===== src/rtl/fp16_boxed_rint.sv =====
module fp16_boxed_rint #(
  parameter int XLEN = 64
) (
  input  logic            clk,
  input  logic            rst_n,
  input  logic            in_valid_i,
  input  logic [XLEN-1:0] src_i,
  input  logic [2:0]      rmode_i,
  output logic            out_valid_o,
  output logic [XLEN-1:0] result_o,
  output logic            invalid_o,
  output logic            inexact_o
);
  localparam int HW = 16;
  localparam int BW = XLEN - HW;
  localparam logic [HW-1:0] CANON = 16'h7E00;

  logic          boxed;
  logic [HW-1:0] op;
  logic          sgn;
  logic [4:0]    ex;
  logic [9:0]    fr;

  assign boxed = &src_i[XLEN-1:HW];
  assign op    = boxed ? src_i[HW-1:0] : CANON;
  assign sgn   = op[15];
  assign ex    = op[14:10];
  assign fr    = op[9:0];

  logic        bad_mode;
  logic        is_nan, is_snan, is_inf, is_zero, is_big;
  assign bad_mode = rmode_i > 3'd4;
  assign is_nan   = (ex == 5'd31) && (fr != 10'd0);
  assign is_snan  = is_nan && !fr[9];
  assign is_inf   = (ex == 5'd31) && (fr == 10'd0);
  assign is_zero  = (ex == 5'd0) && (fr == 10'd0);
  assign is_big   = (ex >= 5'd25) && !is_nan && !is_inf;

  logic [4:0]  ex_eff;
  logic [4:0]  shamt;
  logic [10:0] mant;
  logic [35:0] aligned;
  logic [10:0] ipart;
  logic        rbit, sticky, lost;
  assign ex_eff  = (ex == 5'd0) ? 5'd1 : ex;
  assign shamt   = 5'd25 - ex_eff;
  assign mant    = {ex != 5'd0, fr};
  assign aligned = {mant, 25'd0} >> shamt;
  assign ipart   = aligned[35:25];
  assign rbit    = aligned[24];
  assign sticky  = |aligned[23:0];
  assign lost    = rbit | sticky;

  logic bump;
  always_comb begin
    case (rmode_i)
      3'd0:    bump = rbit & (sticky | ipart[0]);
      3'd1:    bump = 1'b0;
      3'd2:    bump = sgn & lost;
      3'd3:    bump = ~sgn & lost;
      3'd4:    bump = rbit;
      default: bump = 1'b0;
    endcase
  end

  logic [11:0] mag;
  assign mag = {1'b0, ipart} + {11'd0, bump};

  logic [3:0]    msb;
  logic [11:0]   norm;
  logic [HW-1:0] rounded;
  always_comb begin
    msb = 4'd0;
    for (int i = 0; i < 12; i++)
      if (mag[i]) msb = 4'(i);
    norm = mag << (4'd10 - msb);
    if (mag == 12'd0) rounded = {sgn, 15'd0};
    else              rounded = {sgn, 5'd15 + {1'b0, msb}, norm[9:0]};
  end

  logic [HW-1:0] res_d;
  logic          inv_d, inx_d;
  always_comb begin
    res_d = op;
    inv_d = 1'b0;
    inx_d = 1'b0;
    if (bad_mode) begin
      res_d = CANON;
      inv_d = 1'b1;
    end else if (is_nan) begin
      res_d = CANON;
      inv_d = is_snan;
    end else if (!(is_inf || is_zero || is_big)) begin
      res_d = rounded;
      inx_d = lost;
    end
  end

  always_ff @(posedge clk or negedge rst_n) begin
    if (!rst_n) begin
      out_valid_o <= 1'b0;
      result_o    <= '0;
      invalid_o   <= 1'b0;
      inexact_o   <= 1'b0;
    end else begin
      out_valid_o <= in_valid_i;
      if (in_valid_i) begin
        result_o  <= {{BW{1'b1}}, res_d};
        invalid_o <= inv_d;
        inexact_o <= inx_d;
      end
    end
  end
endmodule


===== config.mk =====
export PLATFORM = sky130hd
export DESIGN_NAME = fp16_boxed_rint
export DESIGN_NICKNAME = d
export VERILOG_FILES = /design/src/rtl/fp16_boxed_rint.sv
export SDC_FILE = /design/constraint.sdc
export NUM_CORES = 1
export LEC_CHECK = 0
export BUFFER_PORTS_ARGS = -buffer_cell sky130_fd_sc_hd__buf_2
export CELL_PAD_IN_SITES_DETAIL_PLACEMENT = 1
export CELL_PAD_IN_SITES_GLOBAL_PLACEMENT = 1
export CORE_AREA = 4 4 112 114
export DETAILED_ROUTE_END_ITERATION = 8
export DIE_AREA = 0 0 116 118
export PLACE_DENSITY_LB_ADDON = 0.1
export SKIP_LAST_GASP = 1
export SLEW_MARGIN = 5
export SYNTH_ARGS = -nofsm -noshare
export SYNTH_HDL_FRONTEND = slang
export SYNTH_SLANG_ARGS = --single-unit
export TNS_END_PERCENT = 5

===== constraint.sdc =====
create_clock -name clk -period 1.99 [get_ports clk]
set_input_delay 0.398 -clock clk [delete_from_list [all_inputs] [get_ports clk]]
set_output_delay 0.398 -clock clk [all_outputs]
set_load 0.005 [all_outputs]

# Word-level counts from Yosys, hierarchy flattened
# Cells that the tools add are included.
# op_classes
bitwise_logic	6
addsub	4
reduce_logical	19
div_mod_pow	0
mul	0
n_shift	2
eq_ne	4
muxes	23
order_cmp	2
# op_table
cell	n
$mux 16	3
$reduce_and 48->1	1
$mux 4	10
$shr 36x5->36	1
$mux 15	2
$reduce_or 24->1	1
$add 11x1->12	1
$logic_not 12->1	1
$shl 12x4->10	1
$logic_not 10->1	1
$reduce_bool 10->1	1
$eq 3x2->1 const B	2
$logic_and 1x1->1	6
$mux 1	6
$add 4x4->5 const A	1
$eq 5x5->1 const B	1
$ge 5x5->1 const B	1
$logic_not 5->1	1
$mux 5	1
$reduce_bool 5->1	1
$sub 5x5->5 const A	1
$pmux 1 s4	1
$sub 4x4->4 const A	1
$and 1x1->1	3
other kinds (7)	11
# word_totals
output_inout_bits	67
mem_bits_ro	0
memories	0
in_bits	70
ff_bits	20
wordCells	64
ram_bits	0
latch_bits	0

# Depth between registers and ports, before layout
# depth
word_depth	28
mapped_depth	39

# Least setup slack after synthesis
# OpenSTA, ideal clock, no wires.
# synth_path
path_kind	input -> register
start	in src_i[23]
end	reg result_o[6]
path_buffers	11
required_ns	1.860
setup_time_ns	0.130
arrival_time_ns	8.313
path_stages	39
path_slack_ns	-6.452
path_cell_list	nand4_1 > or4_1 > buf_2 > or3_1 > buf_2 > buf_2 > buf_2 > clkbuf_1 > nor2_1 > ha_1 > clkbuf_1 > clkbuf_1 > clkbuf_1 > mux4_2 > o2111ai_1 > a21oi_1 > nand2_1 > o21ai_0 > [3 not listed] > ha_1 > ha_1 > clkbuf_1 > inv_1 > a2111o_1 > o21bai_4 > o41a_1 > a21o_1 > nor3_1 > a211oi_2 > buf_6 > ha_1 > buf_1 > clkinv_1 > nand3_1 > o21ai_1 > mux2i_1 > o21ai_1
# synth_via
elab_chain_cells	28
# synth_lines
element	line_no	source
start, declared	7	input logic [XLEN-1:0] src_i,
$reduce_and 48->1 (*)	24	assign boxed = &src_i[XLEN-1:HW];
$mux 16 (*)	25	assign op = boxed ? src_i[HW-1:0] : CANON;
$logic_not 5->1	36, 45	
$mux 5	45	assign ex_eff = (ex == 5'd0) ? 5'd1 : ex;
$sub 5x5->5	46	assign shamt = 5'd25 - ex_eff;
$shr 36x5->36	48	assign aligned = {mant, 25'd0} >> shamt;
$reduce_or 24->1	51	assign sticky = |aligned[23:0];
$or 1x1->1, on equally long branches	52, 57	
[3 not listed]	-	
$mux 1	75	if (mag[i]) msb = 4'(i);
$mux 4 (10 in a row)	75	
$sub 4x4->4	76	norm = mag << (4'd10 - msb);
$shl 12x4->10	76	
$mux 15	77	if (mag == 12'd0) rounded = {sgn, 15'd0};
$mux 15	93	end else if (!(is_inf || is_zero || is_big)) begin
$mux 16 (*)	90	end else if (is_nan) begin
$mux 16 (*)	87	if (bad_mode) begin
end signal, assigned	108	result_o <= {{BW{1'b1}}, res_d};
end, declared	10	output logic [XLEN-1:0] result_o,
# Every way passes the cells marked *; elsewhere a longest branch is shown, timed or not.
# A chain may end at the register's enable or synchronous reset.

# Worst setup path in the final report
# layout_path
start	in src_i[59]
end	reg result_o[7]
# Same word-level chain as after synthesis.

==> run summary <==
* **run status** finished, violations left
* **violated checks** negative setup slack
* **antenna violations before repair** 1
* **worst-margin pin slew** 1.014 ns
* **number of buffers between clock root and the deepest sink** 2
* **startpoint types** input port
* **max-cap violations** 0
* **Post-Route Skew** 0 ns
* **top cell type by total area after synthesis** sky130_fd_sc_hd__dfrtp_1
* **clk sink count** 20
* **async set-reset flop share out of synthesis** 100.0%
* **drt total wl** 21.94 mm
* **total CTS buffers** 3
* **layout cell share with drive strength beyond 1** 52.97%
* **worst setup slack before clock tree synthesis** -5.200 ns
* **total routing usage reported by global routing** 29.16%
* **clock latency on the worst-skew pair** 0.25 ns
* **average wire length per cell after detail routing** 21.19 um
* **DRT iter0 DRCs** 521
* **Final min period** 6.846 ns
* **basic-gate share of the synthesized area counting and, or, nand and nor cells** 33.25%
* **Post-Syn Area per Cell** 7.020 sq um
* **share of the synthesized area in compound gates (AO/OA/AOI/OAI)** 28.40%
* **Final Total Pwr** 1.301 mW
* **data required time at the worst endpoint** 2.12 ns
* **die area** 0.01369 sq mm
* **Synth area leaders** sky130_fd_sc_hd__dfrtp_1, sky130_fd_sc_hd__buf_4, sky130_fd_sc_hd__nor2_1, sky130_fd_sc_hd__mux2i_1, sky130_fd_sc_hd__o21ai_0
* **synth unique cells** 79
* **share of Yosys cell area claimed by the top area cell type** 12.29%
* **final hold violation count** 0
* **Core Region** 0.01142 sq mm
* **capturing element type of the critical path** flip-flop
* **number of nets still failing antenna checks after routing** 0
* **yosys warns** 0
* **number of global-route vias before repair** 6,105
* **overall overflow remaining after global route** 0
* **data arrival time of the critical path** 6.98 ns
* **CP max FO** 8
* **site row count** 39
* **synthesized instance count** 580
* **post-detailed-placement half-perimeter wirelength** 17.02 mm
* **Crit path largest cell delay** 0.56 ns
* **combinational family with the most area after synthesis** simple AND/OR/NAND/NOR gates
* **setup violators final** 18
* **maximum number of pins on one net before global-route repair** 50
* **category of the most critical setup path** in -> reg
* **P per Cell Area** 189.7 mW/mm^2
* **upper clock frequency limit** 0.1461 GHz
* **Cell Area, Synth** 0.004071 sq mm
* **Starting Density** 35.66%
* **Pleak** 2.971 nW
* **worst rel slew slack** 32.37%
* **leading register cell type out of synthesis** sky130_fd_sc_hd__dfrtp_1
* **worst supply voltage drop on vdd** 527.8 uV
* **crit path setup slack, layout** -4.856 ns
* **overall die width** 116 um
* **final slew viol count** 0
* **top-level port count** 137
* **adder and majority gate portion of the synthesized area** 1.537%
* **clock root buffer** sky130_fd_sc_hd__clkbuf_16
* **Seq/Total Area, Yosys** 12.29%
* **TritonCTS clock tree** built
* **number of storage elements in the synthesis netlist** 20
* **worst min path class** in -> async
* **Clk pin slew, worst setup/hold paths** 0.06 ns
* **share of the clock period used by the worst path after layout** 344.0%
* **first-pass detailed-route iteration total** 5
* **DRC violation count after routing** 0
* **Area Growth Syn to Fin** 68.50%
* **unrepaired setup endpoints after global routing** yes
* **xor/xnor share of the synthesized area** 4.087%
* **number of buffers inserted by port buffering** 136
* **number of vias in the routed layout** 6,034
* **number of nets in the synthesized netlist** 655
* **mux contribution to synthesized area** 6.822%
* **via/cell ratio** 5.830
* **number of nets in the final layout** 967
* **post-layout instance count excluding filler cells** 1,035
* **slowest cell on the critical path** sky130_fd_sc_hd__or4_4
* **GPL Wtd Cong** 0.9556
* **EDFF count, synth** 0
* **wire length of the first global-routing pass** 32.30 mm
* **placed cells** 1,002
* **Die Ht** 118 um
* **CTS H-tree depth** 1
[flip-flops by register name, indices dropped and copies added, names as in the netlist]
signal       flops
inexact_o        1
invalid_o        1
out_valid_o      1
result_o        17
[metrics by stage]
step                TNS, ns  util (%)  area [sq um]  hold slack, ns
detailed placement   -77.20     54.58          6232          0.3785
CTS                  -69.24     56.66          6470          0.1095
global route         -80.79     60.08          6860          0.1222
global placement     -74.28     54.58          6232          0.3703
finish               -73.56     60.08          6860         0.09322
floorplan            -78.52         -          4270          0.1024
[final cells by class]
| class | instances | area (sq um) |
|---|---|---|
| diodes | 1 | 2.502 |
| clock buffers | 4 | 88.84 |
| fillers | 1479 | 4558 |
| inverters | 16 | 65.06 |
| multi-input cells | 465 | 3364 |
| flip-flops and latches | 20 | 500.5 |
| well taps | 143 | 178.9 |
| repair buffers | 386 | 2660 |
[layer usage]
metal	vias to the layer above	part of all wire (%)	GRT usage, %
met5	-	0	0
li1	2756	-	-
met1	2928	40	37.05
met4	0	3.5	6.381
met2	284	50	52.37
met3	66	6.7	2.879
[critical path: cells and delay by family]
kind / cells / cell delay [ns]
adder cells (fa/ha/maj): 3 / 0.69
multiplexers: 3 / 0.94
buffers and inverters: 8 / 1.01
AND/OR/NAND/NOR: 4 / 1.10
AO/OA/AOI/OAI: 13 / 2.83
[cells in the final DEF (no fill, tap or decap), types with 7 or more instances in the layout]
cell / instances
sky130_fd_sc_hd__nor2b_1: 9
sky130_fd_sc_hd__buf_2: 131
sky130_fd_sc_hd__o21ai_0: 33
sky130_fd_sc_hd__a31oi_1: 10
sky130_fd_sc_hd__a21oi_1: 31
sky130_fd_sc_hd__dfrtp_1: 20
sky130_fd_sc_hd__buf_4: 238
sky130_fd_sc_hd__nand4_1: 19
sky130_fd_sc_hd__inv_1: 12
sky130_fd_sc_hd__and2_1: 9
sky130_fd_sc_hd__xnor2_1: 15
sky130_fd_sc_hd__nor2_1: 53
sky130_fd_sc_hd__o21ai_1: 9
sky130_fd_sc_hd__nor3_1: 19
sky130_fd_sc_hd__o211ai_1: 8
sky130_fd_sc_hd__a211oi_1: 7
sky130_fd_sc_hd__mux2i_1: 11
sky130_fd_sc_hd__or4_1: 8
sky130_fd_sc_hd__nand3_1: 19
sky130_fd_sc_hd__buf_6: 14
sky130_fd_sc_hd__nand2_1: 40
[cell families (layout without fill, tap and decap cells)]
group	Yosys count	in the layout
other	0	1
xor gates and xnor gates	19	19
AOI/OAI and AO/OA	168	168
buffers and inverters	95	406
and+or+nand+nor	247	247
muxes	26	26
DFF	20	20
adders and majority gates	5	5
[cell usage after synthesis (3+ instances only)]
| library cell | count |
|---|---|
| sky130_fd_sc_hd__nor2_1 | 57 |
| sky130_fd_sc_hd__buf_4 | 47 |
| sky130_fd_sc_hd__nand2_1 | 41 |
| sky130_fd_sc_hd__o21ai_0 | 35 |
| sky130_fd_sc_hd__a21oi_1 | 34 |
| sky130_fd_sc_hd__nor3_1 | 23 |
| sky130_fd_sc_hd__clkbuf_1 | 22 |
| sky130_fd_sc_hd__mux2i_1 | 21 |
| sky130_fd_sc_hd__dfrtp_1 | 20 |
| sky130_fd_sc_hd__nand3_1 | 20 |
| sky130_fd_sc_hd__nand4_1 | 19 |
| sky130_fd_sc_hd__xnor2_1 | 15 |
| sky130_fd_sc_hd__inv_1 | 14 |
| sky130_fd_sc_hd__or4_1 | 11 |
| sky130_fd_sc_hd__a31oi_1 | 10 |
| sky130_fd_sc_hd__and2_1 | 10 |
| sky130_fd_sc_hd__nor2b_1 | 10 |
| sky130_fd_sc_hd__o21ai_1 | 10 |
| sky130_fd_sc_hd__o211ai_1 | 8 |
| sky130_fd_sc_hd__a211oi_1 | 7 |
| sky130_fd_sc_hd__nor4_1 | 7 |
| sky130_fd_sc_hd__or3_1 | 7 |
| sky130_fd_sc_hd__a21o_1 | 6 |
| sky130_fd_sc_hd__nand2b_1 | 6 |
| sky130_fd_sc_hd__nand3b_1 | 6 |
| sky130_fd_sc_hd__nor4_2 | 6 |
| sky130_fd_sc_hd__o22ai_1 | 6 |
| sky130_fd_sc_hd__or2_2 | 6 |
| sky130_fd_sc_hd__and3_1 | 5 |
| sky130_fd_sc_hd__buf_2 | 5 |
| sky130_fd_sc_hd__ha_1 | 5 |
| sky130_fd_sc_hd__a311oi_1 | 4 |
| sky130_fd_sc_hd__mux2_2 | 4 |
| sky130_fd_sc_hd__o21a_1 | 4 |
| sky130_fd_sc_hd__o31ai_1 | 4 |
| sky130_fd_sc_hd__xor2_1 | 4 |
| sky130_fd_sc_hd__a21boi_0 | 3 |
| sky130_fd_sc_hd__a221oi_1 | 3 |
| sky130_fd_sc_hd__buf_1 | 3 |
[power by group]
| group | switching, mW | internal (mW) | total [mW] |
|---|---|---|---|
| registers | 0.00124 | 0.410 | 0.411 |
| clock network | 0.149 | 0.306 | 0.455 |
| logic | 0.235 | 0.199 | 0.435 |
| total | 0.385 | 0.916 | 1.30 |
[path summary, 6_finish.rpt]
check / slack, ns / cells after the start / from / end
setup / recovery: -4.86 / 31 / src_i[59] / result_o[7]
hold / removal: 0.09 / 1 / rst_n / out_valid_o
setup reg to reg: 0.66 / 1 / result_o[16] / result_o[16]
hold reg to reg: 0.50 / 2 / result_o[13] / result_o[13]
max in group asynchronous: 1.58 / 1 / rst_n / result_o[9]
min in group clk: 0.41 / 3 / src_i[15] / result_o[15]
[what timing repair did]
item / CTS / global route
setup buffers: 7 / 20
hold buffers: 0 / 0
endpoints found under the setup margin: 18 / 66
resized for setup: 18 / 44
pin swaps: 8 / 28
Power figures use the tool's default switching activity.
